==> config.mk <==
export PLATFORM = sky130hd
export DESIGN_NAME = autoneg_resolver
export DESIGN_NICKNAME = d
export VERILOG_FILES = /design/src/rtl/anr_pkg.sv /design/src/rtl/anr_word_matcher.sv /design/src/rtl/anr_prio_pick.sv /design/src/rtl/anr_ctrl.sv /design/src/rtl/autoneg_resolver.sv
export SDC_FILE = /design/constraint.sdc
export NUM_CORES = 1
export LEC_CHECK = 0
export BUFFER_PORTS_ARGS = -buffer_cell sky130_fd_sc_hd__buf_2
export CAP_MARGIN = 30
export CORE_MARGIN = 10
export CORE_UTILIZATION = 35
export CTS_CLUSTER_SIZE = 25
export DETAILED_ROUTE_END_ITERATION = 7
export PLACE_DENSITY = 0.58
export SLEW_MARGIN = 20
export SYNTH_ARGS = -nofsm -noshare
export SYNTH_HDL_FRONTEND = slang
export SYNTH_SLANG_ARGS = --single-unit
==> constraint.sdc <==
create_clock -name clk -period 3.6 [get_ports clk]
set_input_delay 0.36 -clock clk [delete_from_list [all_inputs] [get_ports clk]]
set_output_delay 0.36 -clock clk [all_outputs]
set_load 0.01 [all_outputs]
==> src/rtl/anr_pkg.sv <==
// Package: shared types for the autonegotiation resolver.
// Assumes a four-entry ability set ranked 10H < 10F < 100H < 100F.
package anr_pkg;

    typedef enum logic [1:0] {
        ST_OFF     = 2'd0,
        ST_LISTEN  = 2'd1,
        ST_CONFIRM = 2'd2,
        ST_DONE    = 2'd3
    } anr_state_e;

    typedef struct packed {
        logic spd100;
        logic full;
    } anr_mode_t;

    // Map a rank (0..3) to speed/duplex: bit 1 selects 100 Mb/s, bit 0 full duplex.
    function automatic anr_mode_t mode_from_rank(input logic [1:0] rank);
        anr_mode_t m;
        m.spd100 = rank[1];
        m.full   = rank[0];
        return m;
    endfunction

endpackage

==> src/rtl/anr_word_matcher.sv <==
// Module: anr_word_matcher
// Counts consecutive code words that agree outside the acknowledge bit.
// It raises hit_o, in the same cycle, on the word that completes a run of MATCH_CNT.
// After a hit the count starts from zero. A mismatch restarts the count at one.
// Assumes MATCH_CNT >= 2 and that clr_i dominates everything else.
module anr_word_matcher #(
    parameter int CW_W      = 16,
    parameter int ACK_POS   = 14,
    parameter int MATCH_CNT = 3,
    localparam int CNT_W    = $clog2(MATCH_CNT + 1)
) (
    input  logic            clk,
    input  logic            rst_n,
    input  logic            clr_i,
    input  logic            en_i,
    input  logic            valid_i,
    input  logic [CW_W-1:0] word_i,
    output logic            hit_o,
    output logic [CW_W-1:0] hit_word_o
);
    localparam logic [CW_W-1:0] CMP_MASK = ~(CW_W'(1) << ACK_POS);

    logic [CW_W-1:0]  last_q;
    logic [CNT_W-1:0] cnt_q;
    logic             same;
    logic             take;

    // Compare the incoming word with the previous one, acknowledge bit excluded.
    always_comb begin
        same       = ((word_i ^ last_q) & CMP_MASK) == '0;
        take       = valid_i && en_i && !clr_i;
        hit_o      = take && (cnt_q == CNT_W'(MATCH_CNT - 1)) && same;
        hit_word_o = word_i;
    end

    // Track the current run length and the word it is built on.
    always_ff @(posedge clk) begin
        if (!rst_n) begin
            cnt_q  <= '0;
            last_q <= '0;
        end else if (clr_i) begin
            cnt_q  <= '0;
        end else if (take) begin
            if (hit_o) begin
                cnt_q  <= '0;
            end else if (cnt_q == '0 || !same) begin
                cnt_q  <= CNT_W'(1);
                last_q <= word_i;
            end else begin
                cnt_q  <= cnt_q + CNT_W'(1);
            end
        end
    end

endmodule

==> src/rtl/anr_prio_pick.sv <==
// Module: anr_prio_pick
// Intersects local and partner ability sets and returns the highest set index.
// Assumes the ability vector is ordered lowest priority at bit 0.
module anr_prio_pick #(
    parameter int NUM_ABIL = 4,
    localparam int SEL_W   = $clog2(NUM_ABIL)
) (
    input  logic [NUM_ABIL-1:0] local_i,
    input  logic [NUM_ABIL-1:0] partner_i,
    output logic                any_o,
    output logic [SEL_W-1:0]    sel_o
);
    logic [NUM_ABIL-1:0] common;

    // Scan upward so the highest common ability is the last one kept.
    always_comb begin
        common = local_i & partner_i;
        any_o  = 1'b0;
        sel_o  = '0;
        for (int i = 0; i < NUM_ABIL; i++) begin
            if (common[i]) begin
                any_o = 1'b1;
                sel_o = SEL_W'(i);
            end
        end
    end

endmodule

==> src/rtl/anr_ctrl.sv <==
// Module: anr_ctrl
// Negotiation sequencer: first run capture, confirmation, resolution,
// parallel-detect fallback, restart and fibre disable.
// Assumes the matcher hit is same-cycle and that all outputs are registered here.
module anr_ctrl
    import anr_pkg::*;
#(
    parameter int CW_W    = 16,
    parameter int ACK_POS = 14,
    parameter int SEL_W   = 2
) (
    input  logic            clk,
    input  logic            rst_n,
    input  logic            restart_i,
    input  logic            link_lost_i,
    input  logic            fiber_mode_i,
    input  logic            nlp_seen_i,
    input  logic            idle_seen_i,
    input  logic            hit_i,
    input  logic [CW_W-1:0] hit_word_i,
    input  logic            any_i,
    input  logic [SEL_W-1:0] sel_i,
    output logic            mclr_o,
    output logic            men_o,
    output logic [CW_W-1:0] pw_o,
    output logic            spd100_o,
    output logic            full_dup_o,
    output logic            done_o
);
    localparam logic [CW_W-1:0] CMP_MASK = ~(CW_W'(1) << ACK_POS);

    anr_state_e      state_q;
    logic [CW_W-1:0] pw_q;
    logic            confirm_eq;
    anr_mode_t       picked;

    // Matcher control and confirmation compare.
    always_comb begin
        mclr_o     = fiber_mode_i || restart_i || link_lost_i ||
                     state_q == ST_OFF || state_q == ST_DONE;
        men_o      = state_q == ST_LISTEN || state_q == ST_CONFIRM;
        confirm_eq = ((hit_word_i ^ pw_q) & CMP_MASK) == '0;
        picked     = mode_from_rank(2'(sel_i));
        pw_o       = pw_q;
    end

    // Sequence negotiation and hold the resolved result.
    always_ff @(posedge clk) begin
        if (!rst_n) begin
            state_q    <= ST_LISTEN;
            pw_q       <= '0;
            spd100_o   <= 1'b0;
            full_dup_o <= 1'b0;
            done_o     <= 1'b0;
        end else if (fiber_mode_i) begin
            state_q    <= ST_OFF;
            pw_q       <= '0;
            spd100_o   <= 1'b0;
            full_dup_o <= 1'b0;
            done_o     <= 1'b0;
        end else if (restart_i || link_lost_i) begin
            state_q    <= ST_LISTEN;
            pw_q       <= '0;
            spd100_o   <= 1'b0;
            full_dup_o <= 1'b0;
            done_o     <= 1'b0;
        end else begin
            case (state_q)
                ST_OFF: state_q <= ST_LISTEN;
                ST_LISTEN, ST_CONFIRM: begin
                    if (nlp_seen_i || idle_seen_i) begin
                        state_q    <= ST_DONE;
                        spd100_o   <= idle_seen_i;
                        full_dup_o <= 1'b0;
                        done_o     <= 1'b1;
                    end else if (hit_i) begin
                        if (state_q == ST_LISTEN) begin
                            pw_q    <= hit_word_i;
                            state_q <= ST_CONFIRM;
                        end else if (!confirm_eq) begin
                            pw_q    <= hit_word_i;
                        end else if (any_i) begin
                            state_q    <= ST_DONE;
                            spd100_o   <= picked.spd100;
                            full_dup_o <= picked.full;
                            done_o     <= 1'b1;
                        end else begin
                            state_q <= ST_LISTEN;
                        end
                    end
                end
                default: state_q <= ST_DONE;
            endcase
        end
    end

endmodule

==> src/rtl/autoneg_resolver.sv <==
// Module: autoneg_resolver (top)
// Resolves link speed and duplex from partner code words or parallel detection.
// Assumes decoded words arrive as single-cycle valid strobes.
module autoneg_resolver #(
    parameter int CW_W      = 16,
    parameter int ACK_POS   = 14,
    parameter int ABIL_LSB  = 5,
    parameter int NUM_ABIL  = 4,
    parameter int MATCH_CNT = 3
) (
    input  logic                clk,
    input  logic                rst_n,
    input  logic                restart_i,
    input  logic                link_lost_i,
    input  logic                fiber_mode_i,
    input  logic                cw_valid_i,
    input  logic [CW_W-1:0]     cw_data_i,
    input  logic [NUM_ABIL-1:0] local_abil_i,
    input  logic                nlp_seen_i,
    input  logic                idle_seen_i,
    output logic                spd100_o,
    output logic                full_dup_o,
    output logic                done_o,
    output logic [CW_W-1:0]     partner_word_o
);
    localparam int SEL_W = $clog2(NUM_ABIL);

    logic            mclr, men, hit, any;
    logic [CW_W-1:0] hit_word;
    logic [SEL_W-1:0] sel;

    anr_word_matcher #(.CW_W(CW_W), .ACK_POS(ACK_POS), .MATCH_CNT(MATCH_CNT)) u_match (
        .clk(clk), .rst_n(rst_n), .clr_i(mclr), .en_i(men),
        .valid_i(cw_valid_i), .word_i(cw_data_i),
        .hit_o(hit), .hit_word_o(hit_word)
    );

    anr_prio_pick #(.NUM_ABIL(NUM_ABIL)) u_pick (
        .local_i(local_abil_i),
        .partner_i(partner_word_o[ABIL_LSB +: NUM_ABIL]),
        .any_o(any), .sel_o(sel)
    );

    anr_ctrl #(.CW_W(CW_W), .ACK_POS(ACK_POS), .SEL_W(SEL_W)) u_ctrl (
        .clk(clk), .rst_n(rst_n), .restart_i(restart_i), .link_lost_i(link_lost_i),
        .fiber_mode_i(fiber_mode_i), .nlp_seen_i(nlp_seen_i), .idle_seen_i(idle_seen_i),
        .hit_i(hit), .hit_word_i(hit_word), .any_i(any), .sel_i(sel),
        .mclr_o(mclr), .men_o(men), .pw_o(partner_word_o),
        .spd100_o(spd100_o), .full_dup_o(full_dup_o), .done_o(done_o)
    );

endmodule

==> flow_summary.toml <==
[critical_path]
cpMaxStageDelayCell = "a31oi_2"
path_class = "flip-flop to flip-flop"
worstSetupEndpointType = "flip-flop"
cp_top_family = "compound AO/OA/AOI/OAI gates"
slowest_delay_ns = 0.56
path_cells = "inv_1 > ha_1 > nand4_1 > a31oi_2 > buf_4 > mux2i_1 > nor2b_1"
crit_arrival_ns = 2.52
crit_required_ns = 3.78
start_kind = "flip-flop"
critPathBufInv = 2
crit_fanout = 10

[logic_synthesis]
syn_inst = 240
synth_area_mm2 = 0.002147
ys_warn_count = 0
async_flop_share_pct = 0
post_synth_num_cell_types = 42
ys_seq_elements = 38
syn_nets = 275
ys.flop_type = "dfxtp_1"
synth_edf_count = 0
syn_area_per_cell_um2 = 8.946
seq_area_frac_synth_pct = 35.43

[timing]
max_slew.worst_pin.slew_ns = 0.7544
max_freq_ghz = 0.4283
min_period_over_period_pct = 64.86
setup_viol = 0
final.setup.tns_ns = 0
maxSlewViolCount = 0
fin_crit_ns = 2.335
rsz0062_at_grt = "no"
slew_headroom_pct = 49.59
hold_violations = 0
skew_ns = 0.008641

[routing]
top_layer_used = "met4"
drc = 0
totalWireLength_um = 5762
wl_per_cell_um = 16.05
viasPerCell = 5.228
met3WireLength_um = 259
drtIter0Drc = 67
drt-met1-wl_um = 2728
dr.pass1.iters = 6
dr_wl_met2_um = 2727
num_vias = 1877
ant_nets = 0

[layout]
final_nets = 319
regArea_um2 = 760.7
insertedDiodeCount = 0
multi_input_area_mm2 = 0.001314
area_growth_pct = 17.02
final_layout_size_suffix_gt1_share_pct = 22.54
final_util_pct = 42.18
nFillCells = 624

[power_and_ir_drop]
peakVddDrop_v = 0.0001469
powerDensity_mw_per_mm2 = 319.2
leakage_uw = 0.0009280

[die]
io_pins = 47
design.core.area_mm2 = 0.005956
die_x_um = 98.32
num_rows = 28
die_y_um = 98.32
initial_utilization_pct = 36.05
dieArea_mm2 = 0.009667

[cts]
numCtsBuffers = 5
cts_tree = "built"
cts-root-buf = "clkbuf_8"
numClockSinks = 38
cts_setup_buffers = 0
ctsLongestPathBuffers = 2
holdBufCountCts = 0
clkTransAtPathRegs_ns = 0.07
clk_latency_ns = 0.29
postCtsResizedCells = 0
htreeDepth = 2

[placed_design]
hpwl_um = 4372
place.gp.congestion = 0.8106
io_buffers = 46

[global_route]
grt_max_degree = 20
grt_pass1_vias = 1924
grt_pass1_wl_um = 9791
grt-ovfl-total = 0
grt_use_total_pct = 12.06
grt_antenna_before_repair = 0

[outcome]
status = "finished, final reports clean"

[hold_path]
worstHoldPathType = "input port to flip-flop"

[job]
maxCapViolations = 0
==> cell type report <==
class | count | share of cell area, %
clock buffer | 6 | 2.888
multi-input combinational | 185 | 52.29
inverter | 7 | 1.046
clock inverter | 1 | 0.2988
tap | 75 | 3.735
timing repair buffer | 47 | 9.462
sequential | 38 | 30.28
==> per-stage QoR <==
stage	instances	total power, uW	setup slack [ns]	cell area, um^2	hold slack (ns)
after detailed placement	352	525.4	1.218	2432	0.4478
after floorplan	240	487.1	1.647	2147	0.4577
after global placement	352	524.8	1.277	2432	0.4366
after global routing	359	842.2	1.013	2512	0.3474
final	359	801.8	1.265	2512	0.3243
after CTS	359	812.2	1.247	2512	0.3155
==> worst reg2reg max path: stages (launching register included) <==
cell and delay, ns:
dfxtp_1 0.41, inv_1 0.08, ha_1 0.42, nand4_1 0.17, a31oi_2 0.56, buf_4 0.31, mux2i_1 0.21, nor2b_1 0.06
==> state kept, by name, summed over array words and instances (netlist names) <==
| register | flops |
|---|---|
| u_ctrl.done_o | 1 |
| u_ctrl.full_dup_o | 1 |
| u_match.cnt_q | 2 |
| u_ctrl.state_q | 2 |
| u_match.last_q | 15 |
| u_ctrl.spd100_o | 1 |
| u_ctrl.pw_o | 16 |
==> worst paths after layout <==
kind / from / endpoint / slack, ns / cells after the start
worst max-delay path: u_ctrl.state_q[1] / u_match.last_q[11] / 1.27 / 7
worst min-delay path: cw_data_i[14] / u_ctrl.pw_o[14] / 0.32 / 3
worst max register to register: u_ctrl.state_q[1] / u_match.last_q[11] / 1.27 / 7
worst min register to register: u_ctrl.done_o / u_ctrl.done_o / 0.45 / 2
==> power by group <==
part	leakage [uW]	internal, uW	switching [uW]
combinational	0.000584	38.3	49.6
clock	0.0000373	133	154
sequential	0.000307	424	3.08
==> cells in the mapped netlist, types with 2 or more instances <==
cell type | count | area (um^2)
a21oi_1 | 20 | 100.1
a22oi_1 | 2 | 15.01
and2_1 | 2 | 12.51
and3_1 | 3 | 18.77
and4_2 | 2 | 20.02
buf_4 | 2 | 15.01
clkbuf_1 | 7 | 26.28
dfxtp_1 | 38 | 760.7
ha_1 | 7 | 87.58
inv_1 | 7 | 26.28
mux2i_1 | 17 | 170.2
nand2_1 | 13 | 48.80
nand3_1 | 17 | 85.08
nand4_1 | 7 | 43.79
nor2_1 | 5 | 18.77
nor2b_1 | 15 | 93.84
nor3_1 | 2 | 10.01
nor4_1 | 2 | 12.51
o211ai_1 | 2 | 15.01
o21ai_0 | 20 | 100.1
xnor2_1 | 15 | 131.4
xor2_1 | 15 | 131.4
==> cells in the final DEF, fill, tap and decap left out, types with 5 or more instances in the layout <==
| cell type | netlist | final |
|---|---|---|
| ha_1 | 7 | 7 |
| nor2b_1 | 15 | 15 |
| nand2_1 | 13 | 13 |
| buf_2 | 0 | 46 |
| nor2_1 | 5 | 5 |
| inv_1 | 7 | 7 |
| xnor2_1 | 15 | 15 |
| a21oi_1 | 20 | 20 |
| nand4_1 | 7 | 7 |
| xor2_1 | 15 | 15 |
| clkbuf_8 | 0 | 5 |
| dfxtp_1 | 38 | 38 |
| o21ai_0 | 20 | 20 |
| nand3_1 | 17 | 17 |
| mux2i_1 | 17 | 17 |
==> routing by layer <==
layer,track usage [%],vias up
li1,-,947
met2,19.92,42
met4,2.646,0
met1,14.96,882
met5,0,-
met3,3.665,6
==> logic make-up after synthesis <==
kind of cell / count (synthesis) / share of synthesized area (%)
buffers and inverters: 17 / 3.380
flip-flops: 38 / 35.43
XOR/XNOR: 30 / 12.24
AND/OR/NAND/NOR: 75 / 20.45
adder cells (fa/ha/maj): 7 / 4.079
AO/OA/AOI/OAI: 56 / 16.49
multiplexers: 17 / 7.925
Power figures use the tool's default switching activity.
